<file path="config.mk">
export PLATFORM = sky130hd
export DESIGN_NAME = vp_spec_guard
export DESIGN_NICKNAME = d
export VERILOG_FILES = /design/src/rtl/vp_guard_pkg.sv /design/src/rtl/vp_line_table.sv /design/src/rtl/vp_spec_ctrl.sv /design/src/rtl/vp_spec_guard.sv
export SDC_FILE = /design/constraint.sdc
export NUM_CORES = 1
export LEC_CHECK = 0
export ABC_AREA = 0
export BUFFER_PORTS_ARGS = -buffer_cell sky130_fd_sc_hd__buf_2
export CAP_MARGIN = 30
export CELL_PAD_IN_SITES_DETAIL_PLACEMENT = 1
export CELL_PAD_IN_SITES_GLOBAL_PLACEMENT = 1
export CORE_UTILIZATION = 30
export DETAILED_ROUTE_END_ITERATION = 10
export GPL_TIMING_DRIVEN = 1
export PLACE_DENSITY = 0.56
export SYNTH_ARGS = -nofsm -noshare
export SYNTH_HDL_FRONTEND = slang
export SYNTH_HIERARCHICAL = 1
export SYNTH_SLANG_ARGS = --single-unit
export TNS_END_PERCENT = 5
</file>
<file path="constraint.sdc">
create_clock -name clk_i -period 3.85 [get_ports clk_i]
set_input_delay 0.1925 -clock clk_i [delete_from_list [all_inputs] [get_ports clk_i]]
set_output_delay 0.1925 -clock clk_i [all_outputs]
set_load 0.1 [all_outputs]
</file>
<file path="src/rtl/vp_guard_pkg.sv">
package vp_guard_pkg;
  localparam int unsigned ADDR_W     = 32;
  localparam int unsigned DATA_W     = 32;
  localparam int unsigned TAB_DEPTH  = 8;
  localparam int unsigned LINE_BYTES = 64;

  typedef enum logic [1:0] {
    PH_IDLE   = 2'd0,
    PH_SPEC   = 2'd1,
    PH_REPLAY = 2'd2
  } phase_e;

  typedef struct packed {
    logic replay_en;
    logic snoop_en;
  } mode_t;
endpackage

</file>
<file path="src/rtl/vp_line_table.sv">
module vp_line_table #(
  parameter int unsigned AW         = 32,
  parameter int unsigned DW         = 32,
  parameter int unsigned DEPTH      = 8,
  parameter int unsigned LINE_BYTES = 64,
  localparam int unsigned CNT_W     = $clog2(DEPTH + 1),
  localparam int unsigned IDX_W     = (DEPTH > 1) ? $clog2(DEPTH) : 1
) (
  input  logic             clk_i,
  input  logic             rst_ni,
  input  logic             clr_i,
  input  logic             wr_i,
  input  logic [AW-1:0]    wr_addr_i,
  input  logic [DW-1:0]    wr_value_i,
  input  logic             snp_valid_i,
  input  logic [AW-1:0]    snp_addr_i,
  output logic             snp_hit_o,
  input  logic [IDX_W-1:0] rd_idx_i,
  output logic [AW-1:0]    rd_addr_o,
  output logic [DW-1:0]    rd_value_o,
  output logic [CNT_W-1:0] cnt_o,
  output logic             full_o
);
  localparam int unsigned OFS_W = $clog2(LINE_BYTES);

  logic [AW-1:0]    addr_q [DEPTH];
  logic [DW-1:0]    val_q  [DEPTH];
  logic [CNT_W-1:0] cnt_q;
  logic [DEPTH-1:0] hit_vec;
  logic             wr_hit;

  for (genvar g = 0; g < DEPTH; g++) begin : g_ent
    always_ff @(posedge clk_i or negedge rst_ni) begin
      if (!rst_ni) begin
        addr_q[g] <= '0;
        val_q[g]  <= '0;
      end else if (wr_i && (cnt_q == CNT_W'(g))) begin
        addr_q[g] <= wr_addr_i;
        val_q[g]  <= wr_value_i;
      end
    end
    assign hit_vec[g] = (CNT_W'(g) < cnt_q) &&
                        (addr_q[g][AW-1:OFS_W] == snp_addr_i[AW-1:OFS_W]);
  end

  // load written this cycle is also visible to a concurrent snoop
  assign wr_hit    = wr_i && (wr_addr_i[AW-1:OFS_W] == snp_addr_i[AW-1:OFS_W]);
  assign snp_hit_o = snp_valid_i && ((|hit_vec) || wr_hit);

  always_ff @(posedge clk_i or negedge rst_ni) begin
    if (!rst_ni)    cnt_q <= '0;
    else if (clr_i) cnt_q <= '0;
    else if (wr_i)  cnt_q <= cnt_q + CNT_W'(1);
  end

  assign rd_addr_o  = addr_q[rd_idx_i];
  assign rd_value_o = val_q[rd_idx_i];
  assign cnt_o      = cnt_q;
  assign full_o     = (cnt_q == CNT_W'(DEPTH));
endmodule

</file>
<file path="src/rtl/vp_spec_ctrl.sv">
module vp_spec_ctrl
  import vp_guard_pkg::*;
#(
  parameter int unsigned DW    = 32,
  parameter int unsigned DEPTH = 8,
  localparam int unsigned CNT_W = $clog2(DEPTH + 1),
  localparam int unsigned IDX_W = (DEPTH > 1) ? $clog2(DEPTH) : 1
) (
  input  logic             clk_i,
  input  logic             rst_ni,
  input  logic [1:0]       mode_i,
  input  logic             pred_valid_i,
  input  logic [DW-1:0]    pred_value_i,
  input  logic             ld_valid_i,
  input  logic             fill_valid_i,
  input  logic [DW-1:0]    fill_value_i,
  input  logic             snp_hit_i,
  input  logic [CNT_W-1:0] cnt_i,
  input  logic             full_i,
  input  logic             rpl_valid_i,
  input  logic [DW-1:0]    rpl_value_i,
  input  logic [DW-1:0]    rd_value_i,
  output logic             pred_ready_o,
  output logic             ld_ready_o,
  output logic             ld_acc_o,
  output logic             clr_o,
  output logic [IDX_W-1:0] rd_idx_o,
  output logic             rpl_req_o,
  output logic             commit_o,
  output logic             squash_o,
  output logic             viol_o,
  output logic             snp_on_o,
  output logic [DW-1:0]    pred_o
);
  phase_e          phase_q, phase_d;
  mode_t           mode_q, mode_d;
  logic [DW-1:0]   pred_q, pred_d;
  logic            viol_q, viol_d;
  logic [IDX_W-1:0] idx_q, idx_d;
  logic            commit_q, commit_d, squash_q, squash_d;
  logic            resolve, hit_now, last_ent;
  logic [CNT_W-1:0] cnt_after;

  assign pred_ready_o = (phase_q == PH_IDLE);
  assign ld_ready_o   = (phase_q == PH_SPEC) && !full_i;
  assign ld_acc_o     = ld_valid_i && ld_ready_o;
  assign snp_on_o     = mode_q.snoop_en && (phase_q != PH_IDLE);
  assign hit_now      = snp_hit_i && snp_on_o;
  assign cnt_after    = cnt_i + CNT_W'(ld_acc_o);
  assign last_ent     = ((CNT_W'(idx_q) + CNT_W'(1)) == cnt_i);

  always_comb begin
    phase_d  = phase_q;
    mode_d   = mode_q;
    pred_d   = pred_q;
    viol_d   = viol_q | hit_now;
    idx_d    = idx_q;
    commit_d = 1'b0;
    squash_d = 1'b0;
    resolve  = 1'b0;
    unique case (phase_q)
      PH_IDLE: begin
        if (pred_valid_i) begin
          phase_d = PH_SPEC;
          mode_d  = mode_t'(mode_i);
          pred_d  = pred_value_i;
          viol_d  = 1'b0;
        end
      end
      PH_SPEC: begin
        if (fill_valid_i) begin
          if (viol_q || hit_now || (fill_value_i != pred_q)) begin
            squash_d = 1'b1;
            resolve  = 1'b1;
          end else if (!mode_q.replay_en || (cnt_after == '0)) begin
            commit_d = 1'b1;
            resolve  = 1'b1;
          end else begin
            phase_d = PH_REPLAY;
            idx_d   = '0;
          end
        end
      end
      PH_REPLAY: begin
        if (rpl_valid_i) begin
          if (rpl_value_i != rd_value_i) begin
            squash_d = 1'b1;
            resolve  = 1'b1;
          end else if (last_ent) begin
            squash_d = viol_q || hit_now;
            commit_d = !(viol_q || hit_now);
            resolve  = 1'b1;
          end else begin
            idx_d = idx_q + IDX_W'(1);
          end
        end
      end
      default: phase_d = PH_IDLE;
    endcase
    if (resolve) begin
      phase_d = PH_IDLE;
      viol_d  = 1'b0;
    end
  end

  always_ff @(posedge clk_i or negedge rst_ni) begin
    if (!rst_ni) begin
      phase_q  <= PH_IDLE;
      mode_q   <= '0;
      pred_q   <= '0;
      viol_q   <= 1'b0;
      idx_q    <= '0;
      commit_q <= 1'b0;
      squash_q <= 1'b0;
    end else begin
      phase_q  <= phase_d;
      mode_q   <= mode_d;
      pred_q   <= pred_d;
      viol_q   <= viol_d;
      idx_q    <= idx_d;
      commit_q <= commit_d;
      squash_q <= squash_d;
    end
  end

  assign clr_o     = resolve;
  assign rd_idx_o  = idx_q;
  assign rpl_req_o = (phase_q == PH_REPLAY);
  assign commit_o  = commit_q;
  assign squash_o  = squash_q;
  assign viol_o    = viol_q;
  assign pred_o    = pred_q;
endmodule

</file>
<file path="src/rtl/vp_spec_guard.sv">
module vp_spec_guard
  import vp_guard_pkg::*;
#(
  parameter int unsigned AW         = ADDR_W,
  parameter int unsigned DW         = DATA_W,
  parameter int unsigned DEPTH      = TAB_DEPTH,
  parameter int unsigned LINE_SIZE  = LINE_BYTES
) (
  input  logic          clk_i,
  input  logic          rst_ni,
  input  logic [1:0]    mode_i,
  input  logic          pred_valid_i,
  input  logic [DW-1:0] pred_value_i,
  output logic          pred_ready_o,
  input  logic          ld_valid_i,
  input  logic [AW-1:0] ld_addr_i,
  input  logic [DW-1:0] ld_value_i,
  output logic          ld_ready_o,
  input  logic          snp_valid_i,
  input  logic [AW-1:0] snp_addr_i,
  input  logic          fill_valid_i,
  input  logic [DW-1:0] fill_value_i,
  output logic          rpl_req_o,
  output logic [AW-1:0] rpl_addr_o,
  input  logic          rpl_valid_i,
  input  logic [DW-1:0] rpl_value_i,
  output logic          commit_o,
  output logic          squash_o,
  output logic          viol_o
);
  localparam int unsigned CNT_W = $clog2(DEPTH + 1);
  localparam int unsigned IDX_W = (DEPTH > 1) ? $clog2(DEPTH) : 1;

  logic             ld_acc, tab_clr, snp_hit, tab_full, snp_on;
  logic [CNT_W-1:0] tab_cnt;
  logic [IDX_W-1:0] rd_idx;
  logic [DW-1:0]    rd_value, pred_val;

  vp_line_table #(
    .AW(AW), .DW(DW), .DEPTH(DEPTH), .LINE_BYTES(LINE_SIZE)
  ) i_table (
    .clk_i      (clk_i),
    .rst_ni     (rst_ni),
    .clr_i      (tab_clr),
    .wr_i       (ld_acc),
    .wr_addr_i  (ld_addr_i),
    .wr_value_i (ld_value_i),
    .snp_valid_i(snp_valid_i),
    .snp_addr_i (snp_addr_i),
    .snp_hit_o  (snp_hit),
    .rd_idx_i   (rd_idx),
    .rd_addr_o  (rpl_addr_o),
    .rd_value_o (rd_value),
    .cnt_o      (tab_cnt),
    .full_o     (tab_full)
  );

  vp_spec_ctrl #(
    .DW(DW), .DEPTH(DEPTH)
  ) i_ctrl (
    .clk_i       (clk_i),
    .rst_ni      (rst_ni),
    .mode_i      (mode_i),
    .pred_valid_i(pred_valid_i),
    .pred_value_i(pred_value_i),
    .ld_valid_i  (ld_valid_i),
    .fill_valid_i(fill_valid_i),
    .fill_value_i(fill_value_i),
    .snp_hit_i   (snp_hit),
    .cnt_i       (tab_cnt),
    .full_i      (tab_full),
    .rpl_valid_i (rpl_valid_i),
    .rpl_value_i (rpl_value_i),
    .rd_value_i  (rd_value),
    .pred_ready_o(pred_ready_o),
    .ld_ready_o  (ld_ready_o),
    .ld_acc_o    (ld_acc),
    .clr_o       (tab_clr),
    .rd_idx_o    (rd_idx),
    .rpl_req_o   (rpl_req_o),
    .commit_o    (commit_o),
    .squash_o    (squash_o),
    .viol_o      (viol_o),
    .snp_on_o    (snp_on),
    .pred_o      (pred_val)
  );
endmodule

</file>
==> summary.md, run 1 <==
The flow ran to the end, and the final reports show no timing, DRC or antenna violations. The first global-routing pass estimated 138,000 microns of wire. Timing analysis after detailed placement gives a worst setup slack of -0.133 ns. Dividing total power by cell area gives a power density of 704 nW/um^2.

The transition time of the tightest slew-check pin was 0.916 ns; the total number of nets in the final design was 2,498. The overall fraction of global-route tracks in use is 19.6%, and the number of warnings printed during yosys synthesis is 6. Worst min-delay path class: input pin to flop. On the final layout, the worst clock skew is 0.0317 ns. The logs give 5 for the number of detailed-route iterations in the first pass and 239 for the number of ports placed on the die boundary. Setup violations remaining at the end of the flow were counted as 0. The die outline area was 96,100 sq um; the total count of hold-check failures in the final report was 0. The overall die height is 310 microns, and the number of distinct library cells after synthesis is 54.

The final critical-path share of the clock period works out to 96.8%. The congestion estimate from routability-driven global placement came to 0.915. For the number of design-rule violations left by the first detailed-router iteration, the log shows 904.

The run gives 20,200 as the number of global-route vias before repair. The peak supply drop came out at 0.000353 V. Entering global routing, the biggest net connects 102 pins.

The worst slew margin relative to its limit came out at 38.9%. The run gives 71 as the number of clock buffers inserted by TritonCTS. Clock-pin slew on the worst setup and hold paths: 0.06 ns. The flip-flop and latch count after synthesis is 558.

The number of max-slew violations in the final report is 0, and the area growth from synthesis to layout is 22.1%. Count of H-tree levels built during CTS: 3. Based on the critical path, the design can be clocked at up to 268 MHz. Data on the critical path is required at its endpoint by 4.35 ns. The number of port buffers was 232; the initial antenna violation count was 11. Average wire per standard cell: 25.7 microns.

TritonCTS built the clock tree. In the synthesized netlist, the number of instances is 1,949. The clock reaches the later pin of the worst-skew pair after 0.64 ns. Synthesis produced a netlist with a net count of 2,159. The HPWL after detailed placement is 62,800 microns. The area of the placeable core is 93,600 sq um, and the summed instance area of the synthesized netlist is 28,400 sq um. The detail route stage leaves a number of antenna-violating nets equal to 0. For this run, the register share of the synthesized area comes to 49.1%. The top fanout value on the critical path is 6. The clock passes through at most 3 buffers. Clock tree synthesis selected as its root buffer the cell clkbuf_16.

The worst path needs 3.73 ns of the cycle, external delays included. Measured along the x axis, the die boundary spans 310 microns. At the worst endpoint, the arrival time is 4.23 ns. The tools report the element type at the critical path start as a flop.

The tools report the total congestion overflow as 0. The tool flagged a number of max-cap violations equal to 0. Wires add up to 92,600 microns. Setup repair after global routing left no endpoint under its margin.

Placement row count: 112. For this block, the via count after detailed routing is 18,000. The worst setup path is captured at a flop.

For this design the static power due to leakage is 15.3 nW. After detailed routing, the number of vias per cell comes to 4.99. For the standard cell area after detailed placement, the log shows 31,300 sq um. In the routed design, unresolved DRC markers number 0.

The final worst hold slack was 0.124 ns; the TritonCTS sink count was 558. The post-route netlist has 49.2% of its cells at a drive strength greater than 1. The synthesized area per cell works out to 14.6 sq um. Once the floorplan was initialized, standard cells occupied 30.4% of the core.

Summing all non-filler instances in the final layout gives an area of 34,700 sq um. The critical path is of the flop to flop type. Setup slack on the critical path of the routed design comes to 0.124 ns.
==> synthesized netlist by cell type (all sizes together) <==
master   count  area (sq um)
o2bb2ai      1          8.76
o32ai        1          8.76
o41a         1          11.3
nand3       13          65.1
and3b        1          10.0
inv          8          30.0
a31oi        1          6.26
o221ai       1          15.0
or2b         2          15.0
or4          1          11.3
xnor2      142          1240
o41ai        3          26.3
a2111oi      2          17.5
xor2       163          1430
mux2       611          6880
nand4       47           294
and2         2          12.5
ha           9           113
dfrtp      558         14000
buf        109           581
nand3b       1          7.51
nor2        12          47.6
nand2       13          48.8
and3         5          36.3
a21boi       1          7.51
nor3b        2          15.0
or3          1          11.3
mux4       128          2880
clkbuf      34           130
nor4        46           309
o31ai        2          28.8
mux2i        1          10.0
nor3         8          51.3
a221o        1          10.0
a21oi       10          53.8
o31a         1          8.76
o21ai        4          23.8
nor2b        2          12.5
a211oi       1          7.51
==> cell usage in the layout, fill, tap and decap left out, drive strengths merged, types with 2 or more instances in the layout <==
cell         count
a2111oi          2
a21oi           10
and2             2
and3             5
buf            307
bufinv           5
clkbuf         104
clkinv          10
clkinvlp         2
dfrtp          558
diode            4
dlygate4sd3    101
ha               9
inv             11
mux2           611
mux4           128
nand2           13
nand3           13
nand4           47
nor2            12
nor2b            2
nor3             8
nor3b            2
nor4            46
o21ai            4
o31ai            2
o41ai            3
or2b             2
xnor2          142
xor2           163
==> layout make-up <==
class | count | area, sq um
Sequential cell | 558 | 14000
Clock buffer | 103 | 2020
Clock inverter | 20 | 290
Timing Repair Buffer | 409 | 3010
Antenna cell | 4 | 10.0
Multi-Input combinational cell | 1240 | 13800
Inverter | 8 | 30.0
Fill cell | 9771 | 58900
Tap cell | 1254 | 1570
==> sequential cells by signal, summed over array words and instances (netlist names) <==
register / flops
i_ctrl/rd_idx_o: 3
i_table/addr_q: 256
i_ctrl/commit_o: 1
i_ctrl/squash_o: 1
i_ctrl/phase_q: 2
i_table/cnt_o: 4
i_ctrl/pred_o: 32
i_ctrl/mode_q: 2
i_table/val_q: 256
i_ctrl/viol_o: 1
==> logic make-up (layout without fill, tap and decap cells) <==
group / Yosys count / count (layout) / synth area share, %
fa+ha+maj: 9 / 9 / 0.396
xor+xnor: 305 / 305 / 9.39
other cells: 0 / 4 / 0
simple gates: 156 / 156 / 3.33
mux: 740 / 740 / 34.4
buf+inv: 151 / 540 / 2.60
flops: 558 / 558 / 49.1
compound gates: 30 / 30 / 0.823
==> where the power goes <==
group / leakage [nW] / internal (mW) / switching, mW / total, mW
Clock: 1.12 / 3.99 / 2.68 / 6.66
Combinational: 6.87 / 3.87 / 4.52 / 8.38
Sequential: 7.31 / 7.96 / 1.44 / 9.40
Total: 15.3 / 15.8 / 8.64 / 24.4
==> through the flow <==
| stage | utilization, % | std cells | setup TNS [ns] | power, mW |
|---|---|---|---|---|
| after floorplan | - | 1949 | 0 | 15.2 |
| after global placement | 33.4 | 3361 | -0.370 | 17.5 |
| after detailed placement | 33.4 | 3361 | -0.375 | 17.8 |
| after CTS | 37.0 | 3588 | 0 | 24.7 |
| after global routing | 37.1 | 3595 | 0 | 25.7 |
| final | 37.1 | 3596 | 0 | 24.4 |
==> worst max-delay path, cell delays in order, from the launching register on <==
cell and delay, ns:
dfrtp_4 0.44, clkbuf_4 0.20, buf_4 0.13, buf_4 0.17, mux4_2 0.51, mux2_2 0.28
xor2_1 0.17, nor4_2 0.31, buf_4 0.16, nand4_1 0.17, or4_4 0.58, a221o_1 0.36
o2bb2ai_1 0.12
==> routing by layer <==
metal / global-route usage, % / up-vias / wire, microns
li1: - / 7818 / -
met1: 25.7 / 9592 / 40600
met2: 32.3 / 381 / 44700
met3: 3.83 / 150 / 4170
met4: 6.43 / 12 / 3080
met5: 0 / - / 87
==> path summary, 6_finish.rpt <==
check,end,slack (ns),startpoint,cells past startpoint
hold / removal,i_ctrl/phase_q[1],0.12,pred_valid_i,5
setup reg to reg,i_ctrl/rd_idx_o[2],0.12,i_ctrl/rd_idx_o[0],12
min in group asynchronous,i_table/addr_q[100],0.27,rst_ni,2
hold reg to reg,i_table/val_q[137],0.48,i_table/val_q[137],1
setup / recovery,i_ctrl/rd_idx_o[2],0.12,i_ctrl/rd_idx_o[0],12
max in group asynchronous,i_table/val_q[8],2.50,rst_ni,3
==> what timing repair did <==
item,4_1_cts,5_1_grt
setup endpoints to repair,5,5
pin swaps,0,2
hold buffers,101,0
endpoints found under the hold margin,642,0
buffers inserted,3,4
gates resized for setup,2,4
Note: power is estimated with default switching activity, not from simulation.
==> inputs of run 2 (changes only) <==
--- a/config.mk
+++ b/config.mk
@@ -12,7 +12,7 @@
 export CELL_PAD_IN_SITES_GLOBAL_PLACEMENT = 1
 export CORE_UTILIZATION = 30
 export DETAILED_ROUTE_END_ITERATION = 10
-export GPL_TIMING_DRIVEN = 1
+export GPL_TIMING_DRIVEN = 0
 export PLACE_DENSITY = 0.56
 export SYNTH_ARGS = -nofsm -noshare
 export SYNTH_HDL_FRONTEND = slang
==> summary.md, run 2 (synthesized netlist as in run 1, its figures left out) <==
The initial utilization of the core area, before any placement, comes to 30.4%. The type of the setup path with the least slack is flop to flop. Overall die height: 310 microns. The area growth from synthesis to layout was 21.7%. The flow ran to the end, and the final reports show no timing, DRC or antenna violations. TritonCTS built the clock tree.

The library cells used most frequently in the layout, excluding fill and tap cells, are 585 x mux2_2, 554 x dfrtp_1, 253 x buf_2, 163 x xor2_1, 142 x xnor2_1. The filler cell count came out at 9,844. For this run, design rule violations remaining after detail routing come to 0. Across all hold checks on the routed design, the worst slack comes to 0.0883 ns.

Global routing finished with a remaining overflow of 0. The run gives 20,100 as the number of global-route vias before repair. The worst min-delay path class was input pin to flop.

The global-route wire length before repair is 142,000 microns. In this run the static leakage power is 15.3 nW. Along the worst path, the maximum fanout reaches 10. Input and output buffers added on the ports amount to 180. Global routing used 20.6% of the available tracks across all layers. CTS placed an instance of clkbuf_16 at the clock tree root.

239 I/O pins were placed. The final layout contains routed wiring with a total length of 97,100 microns. The worst path arrival time is 4.30 ns, and the count of H-tree levels built during CTS is 3.

At the later pin of the worst-skew pair, clock insertion delay measures 0.65 ns. The floorplan step defined a core boundary enclosing 93,600 sq um. The detailed router finished its first iteration with 912 violations.

The largest clock skew in the final design is 0.0334 ns, and the post-layout minimum cycle time is 3.77 ns. Die extent in x: 310 microns. The required time at the worst-slack endpoint was 4.38 ns; the final standard cell area without fillers was 34,600 sq um. Dividing the detail-routed via count by the number of cells gives 5.03.

The worst slew margin relative to its limit came out at 21.5%. The wire-length estimate of the detail-placed layout is 70,300 microns. The most frequent standard cell in the layout excluding fill and tap cells is mux2_2. The total count of hold-check failures in the final report was 0; the total power divided by cell area was 709 nW/um^2. At the placement stage, the worst setup path has a slack of -1.56 ns. Number of max-cap violations: 0. The number of clock buffers inserted by TritonCTS is 71, and the sum of negative setup slack is 0 ns. Setup slack on the critical path of the routed design comes to 0.0831 ns. The worst-case IR drop observed on VDD is 0.000335 V.

The run gives 112 as the placement row count. At the pin with the least slew margin, the transition time is 1.17 ns. The tools report the initial antenna violation count as 11. The logs give 2,513 for the total number of nets in the final design and 31,100 sq um for the standard cell area after detailed placement. Element type at the critical path start: a flop. In the final routed layout, each cell accounts on average for 26.9 microns. The run gives 0 as the residual antenna-violating net count after detailed routing. The final critical-path share of the clock period works out to 97.8%. The tree built by TritonCTS fans out to 558 sinks. Setup repair after global routing could not meet its margin everywhere. At the end of routability-driven placement, the weighted congestion stood at 0.926. Timing would allow up to 265 MHz. Cells with a size suffix above 1 make up 49.7% of the layout. The number of max-slew violations in the final report is 0.

For this run, the detailed router's first-pass iteration total came to 5. The longest clock path from root to sink contains 3 buffers. The fraction of the core area covered by cells at the end of the flow is 37.0%.

The worst setup path is captured at a flop. The tools report the largest net degree at the start of global routing as 118. The clock-pin slew on the worst setup and hold paths came out at 0.06 ns. The die covers 96,100 sq um. The via count of the routed design was 18,200. The tools report the setup violation total in the final timing report as 0.
==> run 2: cell types whose count changed in the layout (fill, tap and decap cells not counted), sizes merged <==
cell	delta
diode	-3
clkinvlp	-1
buf	+12
clkinv	+2
inv	+2
clkbuf	+30
dlygate4sd3	-24
bufinv	-3
==> run 2: path summary, 6_finish.rpt <==
check / endpoint / start / cells after the start / slack, ns
min in group asynchronous: i_table/addr_q[196] / rst_ni / 3 / 0.23
max: i_ctrl/rd_idx_o[2] / i_table/cnt_o[1] / 13 / 0.08
max in group asynchronous: i_ctrl/pred_o[27] / rst_ni / 5 / 2.09
min: i_table/addr_q[221] / ld_addr_i[29] / 2 / 0.09
min reg2reg: i_table/val_q[11] / i_table/val_q[11] / 1 / 0.48
max reg2reg: i_ctrl/rd_idx_o[2] / i_table/cnt_o[1] / 13 / 0.08
==> run 2: power breakdown <==
part / leakage, nW / internal [mW] / switching, mW
clock: 1.12 / 3.84 / 2.76
combinational: 6.85 / 3.86 / 4.67
sequential: 7.31 / 7.96 / 1.45
total: 15.3 / 15.7 / 8.89
==> run 2: cell type report <==
cell class / instances / area (sq um) / area share, %
Antenna cell: 1 / 2.50 / 0.00723
Sequential cell: 558 / 14000 / 40.4
Tap cell: 1254 / 1570 / 4.53
Multi-Input combinational cell: 1240 / 13900 / 40.2
Timing Repair Buffer: 281 / 1980 / 5.72
Inverter: 8 / 35.0 / 0.101
Clock inverter: 20 / 259 / 0.748
Clock buffer: 106 / 2040 / 5.89
Buffer: 143 / 848 / 2.45
==> run 2: critical path, cell delays in order (launching register included) <==
cell and delay, ns:
dfrtp_2 0.42, buf_4 0.19, ha_1 0.23, nor3_1 0.48, nor4_1 0.12, nand4_1 0.16, o41ai_1 0.13, o41a_1 0.47
a21oi_4 0.20, nand4_1 0.16, or3_4 0.40, o31a_1 0.29, a221o_1 0.27, o2bb2ai_1 0.12
==> run 2: what timing repair did <==
item / CTS / global route
resized for setup: 81 / 14
hold endpoints to repair: 690 / 0
setup endpoints to repair: 23 / 5
setup buffers: 13 / 2
hold buffers: 77 / 0
pin swaps: 12 / 5
==> run 2: through the flow <==
step	cells	power, mW
3_5_place_dp	3392	17.8
3_3_place_gp	3383	17.4
2_1_floorplan	1949	15.2
4_1_cts	3608	24.9
6_report	3611	24.6
5_1_grt	3611	25.8
==> run 2: routing by layer <==
metal / routed length [microns] / vias up / global-route usage (%)
li1: - / 7865 / -
met4: 2430 / 14 / 5.71
met5: 93 / - / 0
met1: 43800 / 9787 / 28.2
met3: 3950 / 121 / 3.26
met2: 46900 / 375 / 33.6
==> inputs of run 3 (changes only) <==
--- a/config.mk
+++ b/config.mk
@@ -5,15 +5,16 @@
 export SDC_FILE = /design/constraint.sdc
 export NUM_CORES = 1
 export LEC_CHECK = 0
-export ABC_AREA = 0
+export ABC_AREA = 1
 export BUFFER_PORTS_ARGS = -buffer_cell sky130_fd_sc_hd__buf_2
 export CAP_MARGIN = 30
 export CELL_PAD_IN_SITES_DETAIL_PLACEMENT = 1
 export CELL_PAD_IN_SITES_GLOBAL_PLACEMENT = 1
+export CORE_ASPECT_RATIO = 1.5
 export CORE_UTILIZATION = 30
 export DETAILED_ROUTE_END_ITERATION = 10
 export GPL_TIMING_DRIVEN = 0
-export PLACE_DENSITY = 0.56
+export PLACE_DENSITY = 0.62
 export SYNTH_ARGS = -nofsm -noshare
 export SYNTH_HDL_FRONTEND = slang
 export SYNTH_HIERARCHICAL = 1
==> summary.md, run 3 <==
The standard cell area after detailed placement is 32,100 sq um, and the TritonCTS sink count is 558. STA classifies the critical path endpoint as an output pin. The final worst-path setup slack was 0.00973 ns; the setup slack of the worst register-to-register path was 0.15 ns.

After layout, the minimum clock period comes to 3.84 ns. The critical-path cell with the highest stage delay is clkbuf_1. Dividing the final minimum period by the clock period gives 99.7%.

The congestion estimate from routability-driven global placement came to 1.01. TritonCTS built the clock tree. STA classifies the critical path startpoint as a flop.

The setup violation total in the final timing report came out at 0. The logs give 260 MHz for the maximum clock frequency and 139 for the placement row count. The endpoint of the worst-slack reg-to-reg timing path was i_table/cnt_o[3]. Global routing used 30.0% of the available tracks.

Synthesized area per cell: 7.59 sq um. In this run the critical register-to-register path is launched from i_ctrl/rd_idx_o[2]. 239 I/O pins were placed. After detailed routing, the number of remaining DRC violations is 0. Using the TritonRoute via totals, the vias-per-cell ratio works out to 5.31. The design draws 30.9 mW. The first routing iteration left 2,193 violations. In this run the horizontal extent of the chip is 257 microns. Walking the worst path, the cells encountered are buf_6, buf_4, clkbuf_1, o211ai_1, a31oi_1, buf_2. The die covers 98,500 sq um. The worst setup timing slack at the placement stage is -1.36 ns. The cell chosen for the clock root was clkbuf_16. The maximum cell stage delay along the critical path came out at 0.81 ns.

The die is 384 microns tall. The critical path runs through a total of 6 cells. STA puts the critical path data required time at 3.66 ns. The final route contains 29,400 vias.

The final cell count without fillers is 5,540, and the number of detailed-route iterations in the first pass is 5. The most critical setup path has its startpoint at i_ctrl/rd_idx_o[0]. The total congestion overflow was 0. Peak supply drop: 0.000419 V. The cell family contributing the most delay on the critical path is buffers and inverters. Data on the critical path arrives at its endpoint at 3.65 ns. The area of the placeable core is 96,000 sq um, and the cell count after synthesis is 3,843. The worst setup path is of the flop to output pin kind.

The tools report the half-perimeter wire length of the detailed placement result as 109,000 microns. The placed instance count is 5,337. Entering global routing, the biggest net connects 107 pins. The tools report the largest clock skew in the final design as 0.0433 ns. The count of nets left with antenna violations once routing finished came out at 0.

Setup repair after global routing could not meet its margin everywhere. The global-route wire length before repair came out at 214,000 microns. The number of max-slew violations in the final report was 0.

The top cell types in the final layout, fill and taps aside, are 1,013 x nand2_1, 729 x o21ai_0, 553 x dfrtp_1, 497 x nor2_1, 295 x buf_2. The initial standard-cell utilization of the core was 30.4%; the top fanout value on the critical path was 10. The number of global-route vias before repair came out at 30,600.

Port buffering added 211 buffers. Clock-pin slew was measured on the worst setup and hold paths at 0.07 ns. The tools report the number of max-cap violations as 0. The most frequent standard cell in the layout excluding fill and tap cells is nand2_1. For the pin with the worst max-slew slack, the measured transition is 1.06 ns. Path depth of the worst reg2reg path: 19.

In this run the worst hold path is classified as input pin to async pin. The total number of nets in the final design came out at 4,434. The cell area that synthesis handed to floorplanning was 29,200 sq um.

The run gives 0 as the total count of hold-check failures in the final report. The run finished with clean final reports. The clock latency of the later-clocked register in the worst-skew pair was 0.69 ns. With fillers left out, the area of the finished cells amounts to 35,400 sq um. After detailed routing, the average wire length per cell comes to 26.8 microns. The number of nets in the synthesized netlist is 4,053. The initial antenna violation count was 2. The number of buffer and inverter instances along the worst setup path is 4. In this run, CTS created clock tree buffers numbering 60.

The count of H-tree levels built during CTS was 2. The fraction of layout cells with a size suffix above 1 was 13.4%; the static power due to leakage was 16.6 nW. The Yosys step of the flow raised 6 warnings. The area growth from synthesis to layout was 21.4%; the sum of negative setup slack was 0 ns.

The run gives 148,000 microns as the aggregate routed wire length. The tools report the critical path capture point as rpl_addr_o[31]. The tools report the worst slew margin relative to its limit as 29.2%. The longest clock path from root to sink contains 3 buffers. The total power divided by cell area works out to 873 nW/um^2.
## run 3: worst min-delay path by stage
| stage | end | slack, ns | cells after the start |
|---|---|---|---|
| 3_5_place_dp | i_table/val_q[13] | 0.09 | 1 |
| 2_1_floorplan | i_ctrl/commit_o | -0.10 | 0 |
| 5_1_grt | i_table/val_q[5] | 0.006 | 3 |
| 3_3_place_gp | i_ctrl/pred_o[17] | 0.43 | 2 |
| 4_1_cts | i_table/val_q[13] | 0.001 | 2 |
| 6_report | i_table/val_q[13] | 0.009 | 2 |
## run 3: area by class of cell
class	instances	area [sq um]
Fill cell	11800	60600
Inverter	257	967
Tap cell	1269	1590
Clock buffer	81	1710
Sequential cell	558	14000
Multi-Input combinational cell	2786	13200
Timing Repair Buffer	320	2300
Buffer	241	1320
Clock inverter	27	385
Antenna cell	1	2.50
## run 3: timing repair
item                                    CTS  global route
hold buffers                             83             0
pin swaps                                 1             4
endpoints found under the setup margin   28            17
gates resized for setup                  47            64
hold endpoints to repair                539             0
setup buffers                             2             8
## run 3: report_power, final
group / switching, mW / total [mW] / leakage [nW] / internal (mW)
Combinational: 10.4 / 14.6 / 8.26 / 4.15
Sequential: 1.75 / 9.93 / 7.33 / 8.18
Clock: 2.70 / 6.41 / 1.03 / 3.71
## run 3: per-layer routing
layer / wire length [microns] / global-route usage [%] / vias up
met5: 12 / 0 / -
met2: 73900 / 52.7 / 1006
met1: 56700 / 34.4 / 14900
met3: 7090 / 3.55 / 376
li1: - / - / 13200
met4: 10500 / 19.1 / 2
## run 3: per-stage QoR
stage | hold WS (ns) | utilization (%)
4_1_cts | 0.00124 | 36.7
5_1_grt | 0.00596 | 36.9
6_report | 0.00893 | 36.9
3_5_place_dp | 0.0892 | 33.4
3_3_place_gp | 0.426 | 33.1
2_1_floorplan | -0.103 | -
